[config.mk]
export PLATFORM = sky130hd
export DESIGN_NAME = link_frame_tx
export DESIGN_NICKNAME = d
export VERILOG_FILES = /design/src/rtl/link_frame_tx.sv
export SDC_FILE = /design/constraint.sdc
export NUM_CORES = 1
export LEC_CHECK = 0
export BUFFER_PORTS_ARGS = -buffer_cell sky130_fd_sc_hd__clkbuf_2
export CORE_ASPECT_RATIO = 0.7
export CORE_MARGIN = 8
export CORE_UTILIZATION = 60
export CTS_CLUSTER_SIZE = 12
export DETAILED_ROUTE_END_ITERATION = 10
export GPL_TIMING_DRIVEN = 0
export PLACE_DENSITY_LB_ADDON = 0.25
export SKIP_LAST_GASP = 1
export SLEW_MARGIN = 25
export SYNTH_ARGS = -nofsm -noshare
export SYNTH_HDL_FRONTEND = slang
export SYNTH_SLANG_ARGS = --single-unit
[constraint.sdc]
create_clock -name clk -period 5.3 [get_ports clk]
set_input_delay 1.59 -clock clk [delete_from_list [all_inputs] [get_ports clk]]
set_output_delay 1.59 -clock clk [all_outputs]
set_load 0.02 [all_outputs]
[src/rtl/link_frame_tx.sv]
module link_frame_tx #(
  parameter int PW       = 20,
  parameter int NARROW   = 16,
  parameter int CTRL_W   = 18,
  parameter logic [PW-1:0] FILL_PAT = 20'h3C5A9
) (
  input  logic          clk,
  input  logic          rst_n,
  input  logic          bit_en,
  input  logic          wide_sel,
  input  logic          dbl_mode,
  input  logic          ctl_req_n,
  input  logic          dat_req_n,
  input  logic [2*PW-1:0] word_in,
  output logic          ser_out,
  output logic          bit_stb,
  output logic          frame_start,
  output logic          word_take
);
  localparam int FW   = PW + 4;
  localparam int CNTW = $clog2(FW);
  localparam logic [CNTW-1:0] LAST_W = CNTW'(FW - 1);
  localparam logic [CNTW-1:0] LAST_N = CNTW'(NARROW + 3);
  localparam logic [PW-1:0] MASK_N = {{(PW-NARROW){1'b0}}, {NARROW{1'b1}}};
  localparam logic [PW-1:0] MASK_C = {{(PW-CTRL_W){1'b0}}, {CTRL_W{1'b1}}};

  typedef enum logic [1:0] {K_FILL, K_DAT, K_CTL} kind_t;

  logic [FW-1:0]   sh;
  logic [CNTW-1:0] cnt;
  logic            running, cur_wide, fill_ph;
  kind_t           cur_kind;
  logic            h2_pend, h2_wide;
  kind_t           h2_kind;
  logic [PW-1:0]   h2_word;

  logic            load, take, new_wide;
  kind_t           kind_in, kind;
  logic [PW-1:0]   wmask, lo, hi, half, payload;
  logic [3:0]      code;

  assign load     = !running || cnt == (cur_wide ? LAST_W : LAST_N);
  assign take     = running && !h2_pend;
  assign new_wide = h2_pend ? h2_wide : wide_sel;
  assign kind_in  = !ctl_req_n ? K_CTL : (!dat_req_n ? K_DAT : K_FILL);
  assign kind     = !running ? K_FILL : (h2_pend ? h2_kind : kind_in);
  assign wmask    = new_wide ? {PW{1'b1}} : MASK_N;
  assign lo       = word_in[PW-1:0] & wmask;
  assign hi       = new_wide ? word_in[2*PW-1:PW]
                             : {{(PW-NARROW){1'b0}}, word_in[2*NARROW-1:NARROW]};
  assign half     = h2_pend ? h2_word : lo;

  always_comb begin
    case (kind)
      K_CTL:   begin payload = half & MASK_C & wmask; code = 4'b0011; end
      K_DAT:   begin payload = half & wmask;          code = 4'b1101; end
      default: begin
        payload = (fill_ph ? ~FILL_PAT : FILL_PAT) & wmask;
        code    = fill_ph ? 4'b1011 : 4'b0100;
      end
    endcase
  end

  assign ser_out = sh[0];

  always_ff @(posedge clk) begin
    if (!rst_n) begin
      sh          <= '0;
      cnt         <= '0;
      running     <= 1'b0;
      cur_wide    <= 1'b0;
      cur_kind    <= K_FILL;
      fill_ph     <= 1'b0;
      h2_pend     <= 1'b0;
      h2_wide     <= 1'b0;
      h2_kind     <= K_FILL;
      h2_word     <= '0;
      bit_stb     <= 1'b0;
      frame_start <= 1'b0;
      word_take   <= 1'b0;
    end else begin
      bit_stb     <= bit_en;
      frame_start <= 1'b0;
      word_take   <= 1'b0;
      if (bit_en) begin
        if (load) begin
          sh          <= {payload, code};
          cnt         <= '0;
          running     <= 1'b1;
          cur_wide    <= new_wide;
          cur_kind    <= kind;
          frame_start <= 1'b1;
          word_take   <= take;
          if (kind == K_FILL) fill_ph <= ~fill_ph;
          if (take && dbl_mode) begin
            h2_pend <= 1'b1;
            h2_kind <= kind;
            h2_wide <= new_wide;
            h2_word <= hi & wmask;
          end else begin
            h2_pend <= 1'b0;
          end
        end else begin
          sh  <= sh >> 1;
          cnt <= cnt + 1'b1;
        end
      end
    end
  end

  assert_stb_follows_en_R7: assert property (@(posedge clk) disable iff (!rst_n)
    bit_en |=> bit_stb);
  assert_start_with_bit_R7: assert property (@(posedge clk) disable iff (!rst_n)
    frame_start |-> bit_stb);
  assert_take_in_start_R10: assert property (@(posedge clk) disable iff (!rst_n)
    word_take |-> frame_start);
  assert_fill_code_R4: assert property (@(posedge clk) disable iff (!rst_n)
    (frame_start && cur_kind == K_FILL) |-> (sh[3:0] == 4'b0100 || sh[3:0] == 4'b1011));
  assert_half2_no_take_R6: assert property (@(posedge clk) disable iff (!rst_n)
    (bit_en && load && h2_pend) |=> (frame_start && !word_take));
endmodule

==> summary.md <==
| Metric | Value |
|---|---|
| Antenna violations before repair | `0` |
| Main synth FF type | `sky130_fd_sc_hd__dfxtp_1` |
| # diodes | `0` |
| Proportion of register bits with asynchronous set or reset after synthesis | `0%` |
| Layout Skew | `0.00704 ns` |
| Max FO, Critical Path | `8` |
| Crit path DAT | `approximately 4 ns` |
| Post-CTS Hold Fix Bufs | `0` |
| Count of buffers inserted at the top-level ports | `48` |
| Chip Height | `75.5 um` |
| CTS clock-pin slew for the worst setup and hold paths | `0.07 ns` |
| Transition at the pin with the smallest max-transition slack | `0.900 ns` |
| Starting DRT DRC Count | `210` |
| Number of buffers added for setup after CTS | `0` |
| Post-synthesis area per instance | `9.56 um2` |
| Area taken by flip-flops and latches | `1180 um2` |
| Setup violation total in the final timing report | `0` |
| Result of the run | `finished, final reports clean` |
| Width of the die | `101 um` |
| Met1 WL | `about 3800 um` |
| Synthesized Nets | `369` |
| Pre-antenna DRT Iters | `5` |
| DRC violation count after routing | `0` |
| Overall track demand over capacity in global routing | `about 22%` |
| Total met3 wirelength after detailed routing | `595 um` |
| Effective utilization at floorplan | `a little over three fifths` |
| Leading cell type by number of instances after synthesis | `sky130_fd_sc_hd__dfxtp_1` |
| Pin count of the biggest net entering global routing | `11` |
| HP Start | `h2_kind[0]` |
| Clock insertion delay at the later pin of the skew report | `between 0.3 and 0.4 ns` |
| Setup repair after global routing missed its margin | `no` |
| Total area of multi-input combinational cells | `1710 um2` |
| Setup slack, reg-to-reg | `2.41 ns` |
| Growth of design area from synthesis to finish | `17.4%` |
| Standby leakage power | `0.00165 uW` |
| Largest cells by area after synthesis | `sky130_fd_sc_hd__dfxtp_1 (39%), sky130_fd_sc_hd__mux2i_1 (12%), sky130_fd_sc_hd__nand2_1 (6.3%), sky130_fd_sc_hd__o211a_1 (5.6%), sky130_fd_sc_hd__a221o_1 (5.3%)` |
| Synthesized netlist cell count | `318` |
| Worst vdd rail ir drop | `0.191 mV` |
| Slew headroom | `38.4%` |
| Routed length per instance | `between 15 and 20 um` |
| Startpoint-to-endpoint class of the critical path | `input port to flop` |
| Count of flip-flops with a built-in enable after synthesis | `0` |
| Number of synthesis warnings | `0` |
| Post-layout min period | `3.67 ns` |
| Count of pins over their slew limit | `0` |
| Total die area | `7630 um2` |
| Highest signal layer in the routed design | `met4` |
| Count of different cell masters after synthesis | `47` |
| Setup crit end kind | `flop` |
| Cell at the root of the clock tree | `sky130_fd_sc_hd__clkbuf_8` |
| Cell type with the largest total area after synthesis | `sky130_fd_sc_hd__dfxtp_1` |
| Layout net count | `roughly 430` |
| Clock sink count | `59` |
| Period utilization | `69.3%` |
| Number of global-route vias before repair | `between 2000 and 3000` |
| Worst hold path endpoint | `h2_kind[0]` |
| Total instance count after detailed placement | `435` |
| Required time of the critical path | `5.54 ns` |
| Hold-critical path depth | `2` |
| Worst R2R Start | `h2_pend` |
| First-pass GRT wire length | `~13000 um` |
| Non-filler cells, final | `450` |
| Terminus of the critical flop-to-flop path | `sh[17]` |
| TNS Setup | `0 ns` |
| Routed met2 length | `around 3400 um` |
| Fraction of final layout cells sized beyond drive strength 1 | `23.6%` |
| Kind of start point of the critical path | `input port` |
| Cell area power density | `283 nW/um2` |
| Number of vias per cell | `~5.9` |
| Clock tree from TritonCTS | `built` |
| #FFs+latches synth | `59` |
| Placer congestion estimate | `0.831` |
| Vias after detailed routing | `2670` |
| Longest Clk Path Bufs | `2` |
| Fmax achieved | `272 MHz` |
| Fraction of post-synthesis cell area in the top cell type by area | `38.9%` |
| Number of gates given a new drive strength after cts | `0` |
| Number of hold violations in the final report | `0` |
| Final global-route overflow total | `0` |
| Max-cap check violation count | `0` |
| Core region area | `4830 um2` |
| Sum of net half-perimeters after detailed placement | `5780 um` |
| Htree depth | `3` |
| Number of buffers inserted during clock tree synthesis | `9` |
| Register area share after synthesis | `38.9%` |
| Netlist Area Pre-Place | `3040 um2` |
| Number of I/O pins | `51` |
| Antenna Violating Nets Remaining | `0` |
| Fill count | `~370` |
| Reg2Reg Depth | `10` |
| Cell Rows | `21` |
| Wirelength, routed | `roughly 7900 um` |
| Leading post-synthesis cells by instance count | `sky130_fd_sc_hd__dfxtp_1 (59), sky130_fd_sc_hd__nand2_1 (51), sky130_fd_sc_hd__mux2i_1 (36), sky130_fd_sc_hd__o211a_1 (17)` |
| Type of the most critical hold path | `flop to flop` |
[critical path, stage by stage]
cell,delay (ns)
sky130_fd_sc_hd__clkbuf_2,0.09
sky130_fd_sc_hd__or2_2,0.26
sky130_fd_sc_hd__a21boi_0,0.41
sky130_fd_sc_hd__inv_1,0.16
sky130_fd_sc_hd__ha_1,0.30
sky130_fd_sc_hd__or2_2,0.32
sky130_fd_sc_hd__buf_2,0.17
sky130_fd_sc_hd__nor2_1,0.18
sky130_fd_sc_hd__nor3_4,0.09
sky130_fd_sc_hd__a221o_1,0.33
[layout make-up]
class / count / share of cell area, %
inverters: 5 / 0.526
plain buffers: 25 / 3.68
flip-flops and latches: 59 / 33.1
well taps: 69 / 2.42
clock inverters: 4 / 1.40
clock buffers: 11 / 4.24
repair buffers: 48 / 6.73
multi-input cells: 229 / 47.9
[cell families after synthesis]
logic type	synth area share, %
adders and majority gates	1.65
buffers and inverters	4.94
AOI/OAI and AO/OA	20.7
and+or+nand+nor	20.3
muxes	11.9
xor gates and xnor gates	1.69
DFF	38.9
[flip-flops by register name, summed over array words and instances (netlist names)]
name,count
sh,24
h2_word,20
cnt,5
h2_kind,2
bit_stb,1
cur_wide,1
fill_ph,1
frame_start,1
h2_pend,1
h2_wide,1
running,1
word_take,1
[worst max-delay path by stage]
stage	end	startpoint
finish	sh[17]	ctl_req_n
floorplan	sh[17]	ctl_req_n
global placement	sh[12]	ctl_req_n
detailed placement	sh[11]	ctl_req_n
CTS	sh[17]	ctl_req_n
global route	sh[17]	ctl_req_n
[stage by stage]
stage | setup WS [ns] | util (%) | cell area, um2 | hold WS, ns | total power (uW)
after floorplan | 1.74 | - | 3040 | 0.431 | 555
after global routing | 1.51 | 73.8 | 3570 | 0.474 | 1050
after detailed placement | 1.38 | 69.6 | 3370 | 0.448 | 596
after global placement | 1.45 | 69.6 | 3370 | 0.441 | 593
final | 1.63 | 73.8 | 3570 | 0.456 | 1010
after CTS | 1.70 | 73.8 | 3570 | 0.459 | 1010
[power by group]
| group | switching [uW] | internal (uW) | total (uW) | leakage (uW) |
|---|---|---|---|---|
| logic | 66.6 | 53.2 | 120 | 0.00107 |
| clock network | 180 | 239 | 419 | 0.0000974 |
| registers | 9.97 | 460 | 470 | 0.000480 |
[metal layers]
layer	vias to the layer above	GRT usage, %
met2	116	31.4
li1	1274	-
met1	1268	29.9
met4	0	8.54
met3	12	7.03
met5	-	0
[layout by cell type (no fill, tap or decap), drive strengths merged, types with 5 or more instances in the layout]
cell type	count
o211a	17
dfxtp	59
a21boi	10
clkbuf	67
buf	17
nand3b	8
mux2i	36
nand2	51
nand4	6
nor2	6
inv	5
nand3	7
and2	16
a221o	16
(Power assumes the default switching activity.)
